<file path="src/rtl/welc_pkg.sv">
package welc_pkg;
  localparam logic [7:0] OP_SET  = 8'h06;
  localparam logic [7:0] OP_CLR  = 8'h04;
  localparam logic [7:0] OP_STAT = 8'h05;

  typedef struct packed {
    logic loadStatus;
    logic shiftOut;
  } dpStrobe_t;
endpackage

</file>
<file path="src/rtl/welc_datapath.sv">
module welc_datapath
  import welc_pkg::*;
#(
  parameter int CNT_W    = 32,
  parameter int BYTE_W   = 8,
  parameter int SYNC_LEN = 2
) (
  input  logic              clk,
  input  logic              rstN,
  input  logic              sckIn,
  input  logic              csNIn,
  input  logic              siIn,
  input  dpStrobe_t         ctl,
  input  logic [BYTE_W-1:0] statusByte,
  output logic              sckFall,
  output logic              csRise,
  output logic              csHigh,
  output logic [CNT_W-1:0]  bitCount,
  output logic [BYTE_W-1:0] opcode,
  output logic              opValid,
  output logic              soData,
  output logic              soOe
);
  localparam int IDX_W = $clog2(BYTE_W);

  logic [SYNC_LEN:0]   sckPipe;
  logic [SYNC_LEN:0]   csPipe;
  logic [SYNC_LEN-1:0] siPipe;
  logic                sckRise;
  logic                siBit;
  logic [BYTE_W-1:0]   shiftReg;
  logic [BYTE_W-1:0]   nextShift;
  logic [BYTE_W-1:0]   outReg;

  // input synchronizers with one extra stage for edge detection
  always_ff @(posedge clk or negedge rstN) begin
    if (!rstN) begin
      sckPipe <= '0;
      csPipe  <= '1;
      siPipe  <= '0;
    end else begin
      sckPipe <= {sckPipe[SYNC_LEN-1:0], sckIn};
      csPipe  <= {csPipe[SYNC_LEN-1:0], csNIn};
      siPipe  <= {siPipe[SYNC_LEN-2:0], siIn};
    end
  end

  assign sckRise = sckPipe[SYNC_LEN-1] & ~sckPipe[SYNC_LEN];
  assign sckFall = ~sckPipe[SYNC_LEN-1] & sckPipe[SYNC_LEN];
  assign csHigh  = csPipe[SYNC_LEN-1];
  assign csRise  = csPipe[SYNC_LEN-1] & ~csPipe[SYNC_LEN];
  assign siBit   = siPipe[SYNC_LEN-1];

  assign nextShift = {shiftReg[BYTE_W-2:0], siBit};

  // receive path: counter, shifter, opcode capture
  always_ff @(posedge clk or negedge rstN) begin
    if (!rstN) begin
      bitCount <= '0;
      shiftReg <= '0;
      opcode   <= '0;
      opValid  <= 1'b0;
    end else if (csHigh) begin
      bitCount <= '0;
      shiftReg <= '0;
      opcode   <= '0;
      opValid  <= 1'b0;
    end else if (sckRise) begin
      shiftReg <= nextShift;
      bitCount <= bitCount + CNT_W'(1);
      if (!opValid && bitCount[IDX_W-1:0] == IDX_W'(BYTE_W - 1)) begin
        opcode  <= nextShift;
        opValid <= 1'b1;
      end
    end
  end

  // transmit path: status byte shifter and driver enable
  always_ff @(posedge clk or negedge rstN) begin
    if (!rstN) begin
      outReg <= '0;
      soOe   <= 1'b0;
    end else if (csHigh) begin
      outReg <= '0;
      soOe   <= 1'b0;
    end else if (ctl.loadStatus) begin
      outReg <= statusByte;
      soOe   <= 1'b1;
    end else if (ctl.shiftOut) begin
      outReg <= {outReg[BYTE_W-2:0], 1'b0};
    end
  end

  assign soData = outReg[BYTE_W-1];


  idle_clear_chk: assert property (@(posedge clk) disable iff (!rstN)
    csHigh |=> (!soOe && bitCount == '0 && !opValid));


  opcode_on_edge_chk: assert property (@(posedge clk) disable iff (!rstN)
    $rose(opValid) |-> $past(sckRise));
endmodule

</file>
<file path="src/rtl/welc_control.sv">
module welc_control
  import welc_pkg::*;
#(
  parameter int BYTE_W  = 8,
  parameter int WEL_POS = 1,
  localparam int IDX_W  = $clog2(BYTE_W)
) (
  input  logic              clk,
  input  logic              rstN,
  input  logic              sckFall,
  input  logic              csRise,
  input  logic              csHigh,
  input  logic [IDX_W-1:0]  bitLow,
  input  logic [BYTE_W-1:0] opcode,
  input  logic              opValid,
  input  logic              soOe,
  input  logic              modDone,
  output dpStrobe_t         ctl,
  output logic              wel,
  output logic [BYTE_W-1:0] statusByte
);
  logic byteEdge;
  logic commitOk;
  logic welNext;

  assign byteEdge = (bitLow == '0);
  assign commitOk = csRise & opValid & byteEdge;

  always_comb begin
    welNext = wel;
    if (modDone) begin
      welNext = 1'b0;
    end else if (commitOk) begin
      if (opcode == BYTE_W'(OP_SET))      welNext = 1'b1;
      else if (opcode == BYTE_W'(OP_CLR)) welNext = 1'b0;
    end
  end

  always_ff @(posedge clk or negedge rstN) begin
    if (!rstN) wel <= 1'b0;
    else       wel <= welNext;
  end

  always_comb begin
    statusByte          = '0;
    statusByte[WEL_POS] = wel;
  end

  always_comb begin
    ctl.loadStatus = sckFall & ~csHigh & opValid & byteEdge &
                     (opcode == BYTE_W'(OP_STAT));
    ctl.shiftOut   = sckFall & ~csHigh & soOe & ~ctl.loadStatus;
  end


  quiet_hold_chk: assert property (@(posedge clk) disable iff (!rstN)
    (!csRise && !modDone) |=> $stable(wel));


  abort_keeps_chk: assert property (@(posedge clk) disable iff (!rstN)
    (csRise && !(opValid && byteEdge) && !modDone) |=> $stable(wel));


  mod_clear_chk: assert property (@(posedge clk) disable iff (!rstN)
    modDone |=> !wel);


  oe_stat_only_chk: assert property (@(posedge clk) disable iff (!rstN)
    $rose(soOe) |-> (opValid && opcode == BYTE_W'(OP_STAT)));
endmodule

</file>
<file path="src/rtl/welc_top.sv">
module welc_top
  import welc_pkg::*;
#(
  parameter int CNT_W    = 32,
  parameter int BYTE_W   = 8,
  parameter int SYNC_LEN = 2
) (
  input  logic clk,
  input  logic rstN,
  input  logic spiSck,
  input  logic spiCsN,
  input  logic spiSi,
  input  logic modDone,
  output logic spiSo,
  output logic spiSoOe,
  output logic writePermit,
  output logic welStatus
);
  localparam int IDX_W = $clog2(BYTE_W);

  dpStrobe_t         ctl;
  logic              sckFall;
  logic              csRise;
  logic              csHigh;
  logic [CNT_W-1:0]  bitCount;
  logic [BYTE_W-1:0] opcode;
  logic              opValid;
  logic              soOe;
  logic              soData;
  logic              wel;
  logic [BYTE_W-1:0] statusByte;

  welc_datapath #(.CNT_W(CNT_W), .BYTE_W(BYTE_W), .SYNC_LEN(SYNC_LEN)) uDp (
    .clk(clk), .rstN(rstN), .sckIn(spiSck), .csNIn(spiCsN), .siIn(spiSi),
    .ctl(ctl), .statusByte(statusByte), .sckFall(sckFall), .csRise(csRise),
    .csHigh(csHigh), .bitCount(bitCount), .opcode(opcode), .opValid(opValid),
    .soData(soData), .soOe(soOe)
  );

  welc_control #(.BYTE_W(BYTE_W)) uCtl (
    .clk(clk), .rstN(rstN), .sckFall(sckFall), .csRise(csRise),
    .csHigh(csHigh), .bitLow(bitCount[IDX_W-1:0]), .opcode(opcode),
    .opValid(opValid), .soOe(soOe), .modDone(modDone), .ctl(ctl),
    .wel(wel), .statusByte(statusByte)
  );

  assign spiSo       = soData;
  assign spiSoOe     = soOe;
  assign writePermit = wel;
  assign welStatus   = wel;
endmodule

</file>
<file path="config.mk">
export PLATFORM = sky130hd
export DESIGN_NAME = welc_top
export DESIGN_NICKNAME = d
export VERILOG_FILES = /design/src/rtl/welc_pkg.sv /design/src/rtl/welc_datapath.sv /design/src/rtl/welc_control.sv /design/src/rtl/welc_top.sv
export SDC_FILE = /design/constraint.sdc
export NUM_CORES = 1
export LEC_CHECK = 0
export ABC_CLOCK_PERIOD_IN_PS = 1700
export CAP_MARGIN = 20
export CORE_AREA = 2 2 61 63
export DETAILED_ROUTE_END_ITERATION = 6
export DIE_AREA = 0 0 63 65
export GPL_ROUTABILITY_DRIVEN = 0
export GPL_TIMING_DRIVEN = 0
export PLACE_DENSITY_LB_ADDON = 0.1
export REMOVE_ABC_BUFFERS = 1
export SYNTH_ARGS = -nofsm -noshare
export SYNTH_HDL_FRONTEND = slang
export SYNTH_SLANG_ARGS = --single-unit
</file>
<file path="constraint.sdc">
create_clock -name clk -period 1.7 [get_ports clk]
set_input_delay 0.34 -clock clk [delete_from_list [all_inputs] [get_ports clk]]
set_output_delay 0.34 -clock clk [all_outputs]
set_load 0.01 [all_outputs]
</file>
==> Implementation_results.wiki, run 1 <==
{| class="wikitable"
! Metric !! Value
|-
| Outcome || finished clean
|-
| Antenna-violating nets left || 0
|-
| Cell area after technology mapping || 0.001501 mm²
|-
| RSZ-0062 raised after global routing || no
|-
| Data arrival, critical path || 1.28 ns
|-
| Master of the slowest instance on the critical path || clkdlybuf4s50_1
|-
| CTS Hold Buffers Added || 0
|-
| Wire length per cell || between 10 and 15 µm
|-
| Count of state elements after synthesis || 36
|-
| Slew Limit Headroom || 0.4765
|-
| Register area || ~910 µm²
|-
| Critical Path End Type || output port
|-
| # diodes || 0
|-
| Fin. Hold Viols || 0
|-
| Highest Clock Rate || between 600 and 700 MHz
|-
| Final setup skew || 0.01366 ns
|-
| Wire length of the first global-routing pass || 4.278 mm
|-
| Vertical die dimension || between 60 and 70 µm
|-
| CTS Buf Count || 5
|-
| Floorplan die width || ~63 µm
|-
| Kind of critical path || reg2out
|-
| Cell family with the largest share of critical-path delay || buffers and inverters
|-
| Startpoint type of the worst setup path || register
|-
| Detailed-route vias per instance || 5.000
|-
| Highest routed layer || met4
|-
| Final-layout setup total negative slack || 0 ns
|-
| Cell Count, Final, Fillers Out || 186
|-
| Pre-CTS WS || -0.007525 ns
|-
| Boundary Pins || 10
|-
| Final critical-path share of the clock period || 0.9536
|-
| Clock sink count || 36
|-
| Placed wire-length estimate || 1.599 mm
|-
| Worst-case setup margin in the final layout || between 0.07 and 0.08 ns
|-
| Clock tree from TritonCTS || yes
|-
| Yosys warns || 0
|-
| Utilization of the core after routing || 0.4796
|-
| Cell count after synthesis || approximately 130
|-
| Largest fanout of any net on the critical path || 3
|-
| Cell leakage power || 0.7227 nW
|-
| GRT overflow || 0
|-
| Worst hold-check slack || 0.06548 ns
|-
| Post-route design area || 0.001677 mm²
|-
| Total Nets Final || 146
|-
| CP required || 1.36 ns
|-
| DRC violation total after the first TritonRoute iteration || 14
|-
| Depth of the CTS H-tree || 2
|-
| Worst Hold Class || in2async
|-
| Total of max-cap violations || 0
|-
| Signed area change from the synthesized netlist to the final layout || 11.67%
|-
| Antenna violations before repair || 0
|-
| TritonRoute pass-1 iters || 4
|-
| Tmin final || around 1.6 ns
|-
| Cell area power density || 869.0 mW/mm²
|-
| Cells traversed along the worst timing path || clkdlybuf4s50_1
|-
| Die footprint || 0.004095 mm²
|-
| Seq/Total Area, Yosys || 0.6025
|-
| Total buffers and inverters traversed by the critical path || 1
|-
| Worst-margin pin slew || 0.7836 ns
|-
| Post-layout power || 1.457 mW
|-
| Final count of pins violating max slew || 0
|-
| Post-CTS clock slew at the launch and capture registers of the worst setup and hold paths || 0.11 ns
|-
| Worst IR drop on VDD || 0.0003994 V
|-
| Port Buffer Count || 9
|-
| Initial cell density of the core || 0.4295
|-
| Stage delay of the slowest cell on the critical path || 0.55 ns
|-
| Bufs on Longest Clock Path || 2
|-
| Met3 Routed Length || between 80 and 90 µm
|-
| Buffer cell driving the clock tree root || clkbuf_4
|-
| Placed Instances || 177
|-
| Met2 Routed Length || around 1.2 mm
|-
| Remaining routing DRC violations || 0
|-
| Core ar. || approximately 0.0035 mm²
|-
| Largest net degree at the start of global routing || 37
|-
| Count of vias placed by the detailed router || 930
|-
| Final wirelength || about 2.5 mm
|-
| DP Area || 0.001595 mm²
|-
| Share of layout cells above drive strength 1 || 0.1232
|-
| Count of fill cells added during filler insertion || 317
|-
| Post-Syn Area per Cell || roughly 12 µm²
|-
| Clock insertion delay at the later pin of the skew report || 0.34 ns
|-
| Area occupied by multi-input gates || 535.5 µm²
|-
| Cell Rows || 22
|-
| Via count of the first global-routing pass || 923
|-
| Final setup violating endpoints || 0
|-
| Post-Route M1 WL || between 1 and 1.5 mm
|-
| Global-route total usage across every layer || 0.1406
|-
| Number of library cell types mapped by synthesis || 29
|}
==> where the power goes <==
group          internal, mW  switching (mW)  total, mW
clock network         0.243           0.269      0.512
logic                0.0195          0.0301     0.0497
registers             0.874          0.0210      0.895
total                  1.14           0.320       1.46
==> worst paths after layout <==
path                                startpoint              end  slack (ns)  cells after the start
worst min-delay path                      rstN         uDp.soOe        0.07                      1
min in group clk                uDp.sckPipe[0]   uDp.sckPipe[1]        0.36                      0
worst max-delay path                  uDp.soOe          spiSoOe        0.08                      1
worst min register to register  uDp.sckPipe[0]   uDp.sckPipe[1]        0.36                      0
worst max register to register   uDp.csPipe[1]    uDp.outReg[1]        0.09                      3
max in group asynchronous                 rstN  uDp.shiftReg[3]        1.14                      1
==> what timing repair did <==
action | 4_1_cts | 5_1_grt
buffers inserted | 0 | 1
setup endpoints to repair | 3 | 2
resized for setup | 1 | 1
==> cell usage in the layout, fill, tap and decap left out <==
master	Yosys	final
nor3_2	1	1
nand2_1	18	18
nor4b_1	1	1
dfstp_4	0	1
and4_2	0	1
inv_1	3	3
mux2_2	1	1
dfrtp_1	33	33
clkbuf_1	2	1
nor3b_1	2	2
and3b_1	1	1
clkdlybuf4s50_1	0	8
nand4_1	1	1
nor3_1	5	5
clkbuf_8	0	2
nand3b_1	1	1
and4bb_2	1	1
clkbuf_4	0	5
nor2_1	12	12
xnor2_1	1	1
a21o_1	1	1
nand2b_1	3	3
ha_1	3	3
a21oi_1	9	9
mux2i_1	15	15
buf_2	2	1
nor4b_2	1	1
and4bb_1	1	1
nor2b_1	1	1
and3_1	1	1
buf_4	4	1
dfstp_2	3	2
==> cells in the mapped netlist <==
cell | count | share of area
a21o_1 | 1 | 0.0050
a21oi_1 | 9 | 0.030
and3_1 | 1 | 0.0042
and3b_1 | 1 | 0.0058
and4_1 | 1 | 0.0058
and4bb_1 | 1 | 0.0083
and4bb_2 | 1 | 0.0083
buf_1 | 1 | 0.0025
buf_2 | 2 | 0.0067
buf_4 | 4 | 0.020
clkbuf_1 | 2 | 0.0050
dfrtp_1 | 33 | 0.55
dfstp_2 | 3 | 0.053
ha_1 | 3 | 0.025
inv_1 | 3 | 0.0075
mux2_2 | 1 | 0.0075
mux2i_1 | 15 | 0.10
nand2_1 | 18 | 0.045
nand2b_1 | 3 | 0.013
nand3b_1 | 1 | 0.0050
nand4_1 | 1 | 0.0042
nor2_1 | 12 | 0.030
nor2b_1 | 1 | 0.0042
nor3_1 | 5 | 0.017
nor3_2 | 1 | 0.0067
nor3b_1 | 2 | 0.010
nor4b_1 | 1 | 0.0058
nor4b_2 | 1 | 0.010
xnor2_1 | 1 | 0.0058
==> kinds of logic (layout without fill, tap and decap cells) <==
logic type / Yosys count / count (layout) / share of synthesized area
adders and majority gates: 3 / 3 / 0.02500
buffers and inverters: 12 / 21 / 0.04167
muxes: 16 / 16 / 0.1075
AOI/OAI and AO/OA: 10 / 10 / 0.03500
DFF: 36 / 36 / 0.6025
and+or+nand+nor: 51 / 51 / 0.1825
xor gates and xnor gates: 1 / 1 / 0.005834
==> flip-flops by register name, summed over array words and instances, names as in the netlist, 2 cells and up <==
register	cells
uDp.bitCount	3
uDp.csPipe	3
uDp.opcode	8
uDp.outReg	7
uDp.sckPipe	3
uDp.shiftReg	7
uDp.siPipe	2
==> final cells by class <==
type | count | area share
inverter | 3 | 0.006716
timing repair buffer | 10 | 0.05522
sequential | 36 | 0.5418
multi-input combinational | 81 | 0.3194
tap | 48 | 0.03582
clock buffer | 8 | 0.04104
==> worst register-to-register path, stage by stage (launching register included) <==
cell and delay, ns:
dfstp_4 0.58, nor3b_1 0.23, and4_2 0.37, mux2_2 0.35
==> per-layer routing <==
metal,global-route usage,vias to the layer above
met5,0,-
met3,0.03646,7
met1,0.1684,455
met4,0.08333,0
li1,-,450
met2,0.2287,18
(Power assumes the default switching activity.)
==> inputs of run 2 (changes only) <==
--- a/config.mk
+++ b/config.mk
@@ -7,9 +7,9 @@
 export LEC_CHECK = 0
 export ABC_CLOCK_PERIOD_IN_PS = 1700
 export CAP_MARGIN = 20
-export CORE_AREA = 2 2 61 63
+export CORE_AREA = 2 2 58 60
 export DETAILED_ROUTE_END_ITERATION = 6
-export DIE_AREA = 0 0 63 65
+export DIE_AREA = 0 0 60 62
 export GPL_ROUTABILITY_DRIVEN = 0
 export GPL_TIMING_DRIVEN = 0
 export PLACE_DENSITY_LB_ADDON = 0.1
==> run 2 against run 1 <==
Against the previous run:
- fmax decreased by 0.28%
- critical path depth unchanged
- die area decreased by 9.2%
- sequential power about the same
- register-to-register slack gained 0.04 ns
- largest power group unchanged
==> Implementation_results.wiki, run 2 (same netlist as run 1, synthesis figures left out) <==
{| class="wikitable"
! Metric !! Value
|-
| Placed wire-length estimate || 1.517 mm
|-
| Critical Path End Type || output port
|-
| Sw Ratio || 0.2283
|-
| Reg power frac || 0.654
|-
| Largest regs || uDp.opcode: 8 flops, uDp.outReg: 7 flops, uDp.shiftReg: 7 flops
|-
| Slew Limit Headroom || 0.4783
|-
| Fin. Hold Viols || 0
|-
| DRC violation total after the first TritonRoute iteration || 46
|-
| CP required || between 1 and 1.5 ns
|-
| Kind of critical path || reg2out
|-
| Largest fanout of any net on the critical path || 4
|-
| Final setup violating endpoints || 0
|-
| Clock insertion delay at the later pin of the skew report || 0.34 ns
|-
| Clock tree from TritonCTS || yes
|-
| Buffer cell driving the clock tree root || clkbuf_4
|-
| Cell area power density || 828.6 mW/mm²
|-
| Post-layout power || 1.366 mW
|-
| Cell leakage power || 0.7086 nW
|-
| Global-route total usage across every layer || 0.1567
|-
| Die footprint || between 0.003 and 0.004 mm²
|-
| Startpoint type of the worst setup path || register
|-
| Wire length of the first global-routing pass || between 4 and 5 mm
|-
| Register area || just over 900 µm²
|-
| GRT overflow || 0
|-
| Count of fill cells added during filler insertion || 289
|-
| Wire length per cell || 12.87 µm
|-
| Highest-count cells in the layout ignoring fill and taps || dfrtp_1 (33), nand2_1 (18), mux2i_1 (15)
|-
| Total buffers and inverters traversed by the critical path || 1
|-
| Via count of the first global-routing pass || 916
|-
| Bufs on Longest Clock Path || 2
|-
| Remaining routing DRC violations || 0
|-
| Depth of the CTS H-tree || 2
|-
| Final wirelength || around 2.4 mm
|-
| Clk pwr share || 0.309
|-
| Number of setup buffers added after CTS || 0
|-
| Outcome || finished clean
|-
| Worst Hold Class || in2async
|-
| Worst-margin pin slew || about 0.8 ns
|-
| Floorplan die width || 60 µm
|-
| Tmin final || roughly 1.6 ns
|-
| Initial cell density of the core || 0.4723
|-
| Final setup skew || 0.01217 ns
|-
| Antenna violations before repair || 0
|-
| Commonest non-fill, non-tap cell in the layout || dfrtp_1
|-
| CTS Buf Count || 5
|-
| RSZ-0062 raised after global routing || no
|-
| Port Buffer Count || 9
|-
| Signed area change from the synthesized netlist to the final layout || 9.833%
|-
| Antenna-violating nets left || 0
|-
| Data arrival, critical path || 1.29 ns
|-
| Comb power frac || 0.037
|-
| Cell family with the largest share of critical-path delay || buffers and inverters
|-
| Largest net degree at the start of global routing || 37
|-
| Register-to-Register Path Depth || 3
|-
| Final critical-path share of the clock period || 0.9563
|-
| Post-CTS clock slew at the launch and capture registers of the worst setup and hold paths || 0.11 ns
|-
| Master of the slowest instance on the critical path || clkdlybuf4s50_1
|-
| Count of vias placed by the detailed router || 921
|-
| Flip-flop count of the largest register after layout || 8
|-
| Highest Clock Rate || 615.1 MHz
|-
| Core ar. || between 0.003 and 0.004 mm²
|-
| Final count of pins violating max slew || 0
|-
| Switch Pwr || around 310 µW
|-
| Register with the most flip-flops || uDp.opcode
|-
| Utilization of the core after routing || 0.5187
|-
| Logic depth of the worst path, buffers included || 1
|-
| Vertical die dimension || approximately 62 µm
|-
| Worst IR drop on VDD || 0.0004353 V
|-
| Share of layout cells above drive strength 1 || 0.1095
|-
| Cell Rows || 21
|-
| Clock sink count || 36
|-
| Total of max-cap violations || 0
|-
| Boundary Pins || 10
|-
| Detailed-route vias per instance || between 5 and 6
|-
| Stage delay of the slowest cell on the critical path || between 0.5 and 0.6 ns
|-
| Cells traversed along the worst timing path || clkdlybuf4s50_1
|-
| TritonRoute pass-1 iters || 4
|-
| Internal Dissipation || 1.055 mW
|-
| Area occupied by multi-input gates || 536.8 µm²
|-
| Total Nets Final || 145
|-
| # diodes || 0
|}
[run 2: cell types whose count changed in the layout (fill, tap and decap cells not counted)]
| cell | delta |
|---|---|
| clkinv_2 | +1 |
| and4_2 | -1 |
| buf_4 | -1 |
| clkbuf_1 | +1 |
| and4_4 | +1 |
| clkbuf_8 | -2 |
[run 2: worst paths after layout]
| kind | startpoint | to | slack, ns |
|---|---|---|---|
| worst max-delay path | uDp.soOe | spiSoOe | 0.07 |
| worst min-delay path | rstN | uDp.outReg[3] | 0.06 |
| worst max register to register | uDp.csPipe[1] | uDp.outReg[1] | 0.13 |
| worst min register to register | uDp.sckPipe[0] | uDp.sckPipe[1] | 0.36 |
| max in group asynchronous | rstN | uDp.opcode[0] | 1.13 |
| min in group clk | uDp.sckPipe[0] | uDp.sckPipe[1] | 0.36 |
[run 2: stage by stage]
step                setup slack (ns)  instances  area [µm²]  hold slack, ns  TNS (ns)
global placement             -0.4265        175        1598          0.3383    -14.39
CTS                          0.05288        183        1648         0.07928         0
floorplan                     0.2035        120        1450         0.04441         0
finish                       0.07430        183        1649         0.06497         0
global route                0.001964        183        1649          0.1091         0
detailed placement          -0.02750        175        1593          0.3365  -0.02750
[run 2: routing by layer]
metal | part of all wire | up-vias | wire length (µm) | GRT usage
met5 | 0 | - | 0 | 0
met1 | 0.47 | 454 | 1109 | 0.1970
met4 | 0.030 | 0 | 70 | 0.1143
li1 | - | 447 | - | -
met3 | 0.026 | 8 | 61 | 0.04348
met2 | 0.47 | 12 | 1115 | 0.2329
[run 2: timing repair]
action / in CTS / in global routing
hold endpoints to repair: 0 / 0
gates resized for setup: 2 / 1
setup endpoints to repair: 1 / 1
hold buffers: 0 / 0
[run 2: cell type report]
cell class	count	share of cell area
flip-flops and latches	36	0.5508
multi-input cells	81	0.3255
repair buffers	9	0.05159
well taps	46	0.03490
clock buffers	7	0.02731
inverters	3	0.006829
clock inverters	1	0.003035
[run 2: power groups by stage]
stage	clock (mW)	sequential, mW	combinational, mW
after detailed placement	0	0.910	0.0531
after floorplan	0	0.904	0.0196
after CTS	0.448	0.895	0.0531
after global placement	0	0.910	0.0518
final	0.422	0.894	0.0506
after global routing	0.490	0.897	0.0576
==> inputs of run 3 (changes only) <==
--- a/config.mk
+++ b/config.mk
@@ -7,9 +7,11 @@
 export LEC_CHECK = 0
 export ABC_CLOCK_PERIOD_IN_PS = 1700
 export CAP_MARGIN = 20
-export CORE_AREA = 2 2 58 60
+export CELL_PAD_IN_SITES_DETAIL_PLACEMENT = 1
+export CELL_PAD_IN_SITES_GLOBAL_PLACEMENT = 1
+export CORE_AREA = 2 2 61 63
 export DETAILED_ROUTE_END_ITERATION = 6
-export DIE_AREA = 0 0 60 62
+export DIE_AREA = 0 0 63 65
 export GPL_ROUTABILITY_DRIVEN = 0
 export GPL_TIMING_DRIVEN = 0
 export PLACE_DENSITY_LB_ADDON = 0.1
==> run 3 against run 2 <==
Against the previous run:
- fmax grew 0.35%
- sequential share of layout area fell by 0.82 points
- global-route usage shrank 0.66 points
- routed wire length up 12%
- setup slack better by 0.0057 ns
- core utilization down 4.0 points
- largest cell class unchanged
==> Implementation_results.wiki, run 3 (same netlist as run 1, synthesis figures left out) <==
{| class="wikitable"
! Metric !! Value
|-
| CTS Hold Buffers Added || 0
|-
| Worst Hold Class || in2async
|-
| Kind of critical path || reg2out
|-
| Antenna-violating nets left || 0
|-
| Wire length of the first global-routing pass || 4.685 mm
|-
| TritonRoute pass-1 iters || 4
|-
| Sw Ratio || 0.2273
|-
| Register with the most flip-flops || uDp.opcode
|-
| Wire length per cell || about 14 µm
|-
| Worst-case setup margin in the final layout || 0.08001 ns
|-
| Cell leakage power || 0.7234 nW
|-
| Launching instance or port of the critical path || uCtl.wel
|-
| Switch Pwr || 321.4 µW
|-
| Count of vias placed by the detailed router || 936
|-
| Largest fanout of any net on the critical path || 4
|-
| Total of max-cap violations || 0
|-
| Global-route total usage across every layer || 0.1501
|-
| Register-to-Register Path Depth || 5
|-
| Final setup violating endpoints || 0
|-
| Logic depth of the worst path, buffers included || 1
|-
| Detailed-route vias per instance || 5.032
|-
| Cell Rows || 22
|-
| Worst IR drop on VDD || 0.0004656 V
|-
| Capture point of the worst reg-to-reg path || uDp.opcode[7]
|-
| CP required || 1.36 ns
|-
| Flip-flop count of the largest register after layout || 8
|-
| Depth of the CTS H-tree || 2
|-
| Area occupied by multi-input gates || 536.8 µm²
|-
| Cell area power density || around 840 mW/mm²
|-
| Vertical die dimension || 65 µm
|-
| Buffer cell driving the clock tree root || clkbuf_4
|-
| Highest Clock Rate || 617.3 MHz
|-
| Clock insertion delay at the later pin of the skew report || 0.33 ns
|-
| Worst-margin pin slew || approximately 0.82 ns
|-
| Highest-count cells in the layout ignoring fill and taps || dfrtp_1 (33), nand2_1 (18), mux2i_1 (15)
|-
| Internal Dissipation || 1.092 mW
|-
| Antenna violations before repair || 0
|-
| Crit Reg-Reg Startpoint || uDp.bitCount[0]
|-
| Final count of pins violating max slew || 0
|-
| Port Buffer Count || 9
|-
| Startpoint type of the worst setup path || register
|-
| Largest regs || uDp.opcode: 8 flops, uDp.outReg: 7 flops, uDp.shiftReg: 7 flops
|-
| Placed wire-length estimate || 1.704 mm
|-
| Total buffers and inverters traversed by the critical path || 1
|-
| Fin. Hold Viols || 0
|-
| Count of fill cells added during filler insertion || 380
|-
| Tmin final || 1.620 ns
|-
| Boundary Pins || 10
|-
| Critical Path End Type || output port
|-
| Reg power frac || 0.629
|-
| Floorplan die width || 63 µm
|-
| Final-layout setup total negative slack || 0 ns
|-
| Bufs on Longest Clock Path || 2
|-
| Core ar. || around 0.0035 mm²
|-
| Share of layout cells above drive strength 1 || 0.1304
|-
| Utilization of the core after routing || 0.4789
|-
| Cell family with the largest share of critical-path delay || buffers and inverters
|-
| Placed Instances || around 180
|-
| Outcome || finished clean
|-
| Final wirelength || 2.649 mm
|-
| Register area || 908.4 µm²
|-
| RSZ-0062 raised after global routing || no
|-
| Pre-CTS WS || -0.03324 ns
|-
| DRC violation total after the first TritonRoute iteration || 31
|-
| Post-CTS clock slew at the launch and capture registers of the worst setup and hold paths || 0.11 ns
|-
| Remaining routing DRC violations || 0
|-
| # diodes || 0
|-
| Commonest non-fill, non-tap cell in the layout || dfrtp_1
|-
| Largest net degree at the start of global routing || 37
|-
| Final setup skew || 0.007637 ns
|-
| Master of the slowest instance on the critical path || clkdlybuf4s50_1
|-
| Signed area change from the synthesized netlist to the final layout || 11.50%
|-
| Data arrival, critical path || 1.28 ns
|-
| Die footprint || 0.004095 mm²
|-
| Final critical-path share of the clock period || 0.9529
|-
| Clock sink count || 36
|-
| Endpoint of the most critical setup path || writePermit
|-
| Initial cell density of the core || 0.4295
|-
| Stage delay of the slowest cell on the critical path || roughly 0.55 ns
|-
| GRT overflow || 0
|-
| Comb power frac || 0.042
|-
| Clk pwr share || 0.328
|-
| Via count of the first global-routing pass || 1,024
|-
| Clock tree from TritonCTS || yes
|-
| Cells traversed along the worst timing path || clkdlybuf4s50_1
|-
| CTS Buf Count || 5
|-
| Cell Count, Final, Fillers Out || 186
|-
| Total Nets Final || between 100 and 150
|-
| Worst R2R Setup Slack || 0.13 ns
|-
| Slew Limit Headroom || 0.4532
|}
==> run 3: cell types whose count changed in the layout (fill, tap and decap cells not counted) <==
cell	delta
clkbuf_8	+1
clkinv_2	+1
buf_6	+1
clkbuf_1	-2
==> run 3: through the flow <==
| step | area (µm²) | power (mW) | hold WS, ns |
|---|---|---|---|
| 2_1_floorplan | 1450 | 0.9232 | 0.04441 |
| 3_3_place_gp | 1600 | 0.9623 | 0.3378 |
| 3_5_place_dp | 1595 | 0.9649 | 0.3419 |
| 4_1_cts | 1662 | 1.437 | 0.1050 |
| 5_1_grt | 1674 | 1.481 | 0.1405 |
| 6_report | 1674 | 1.414 | 0.08069 |
==> run 3: power by group through the flow <==
stage / Sequential, mW / Combinational (mW) / Clock (mW)
after detailed placement: 0.911 / 0.0540 / 0
final: 0.890 / 0.0601 / 0.464
after global routing: 0.893 / 0.0689 / 0.520
after floorplan: 0.904 / 0.0196 / 0
after global placement: 0.910 / 0.0526 / 0
after CTS: 0.895 / 0.0538 / 0.488
==> run 3: worst min path at each step <==
stage | start | end | slack [ns] | cells past startpoint
2_1_floorplan | rstN | uCtl.wel | 0.04 | 0
3_3_place_gp | uDp.sckPipe[0] | uDp.sckPipe[1] | 0.34 | 0
3_5_place_dp | uDp.sckPipe[0] | uDp.sckPipe[1] | 0.34 | 0
4_1_cts | rstN | uDp.outReg[6] | 0.10 | 1
5_1_grt | rstN | uCtl.wel | 0.14 | 1
6_report | rstN | uDp.outReg[7] | 0.08 | 1
==> run 3: layer usage <==
metal,routed length [µm],global-route usage,up-vias
met5,0,0,-
met3,58,0.03646,5
met1,1219,0.1809,475
li1,-,-,446
met4,38,0.06667,0
met2,1333,0.2553,10
==> run 3: final cells by class <==
class                   count  share of cell area
well taps                  48             0.03587
inverters                   3            0.006726
repair buffers             10             0.05755
clock buffers               6             0.03064
clock inverters             2            0.005979
flip-flops and latches     36              0.5426
multi-input cells          81              0.3206
==> run 3: what timing repair did <==
item,CTS,global route
setup buffers,0,1
resized for setup,2,1
endpoints found under the setup margin,4,2
cloned,0,0
pin swaps,0,0
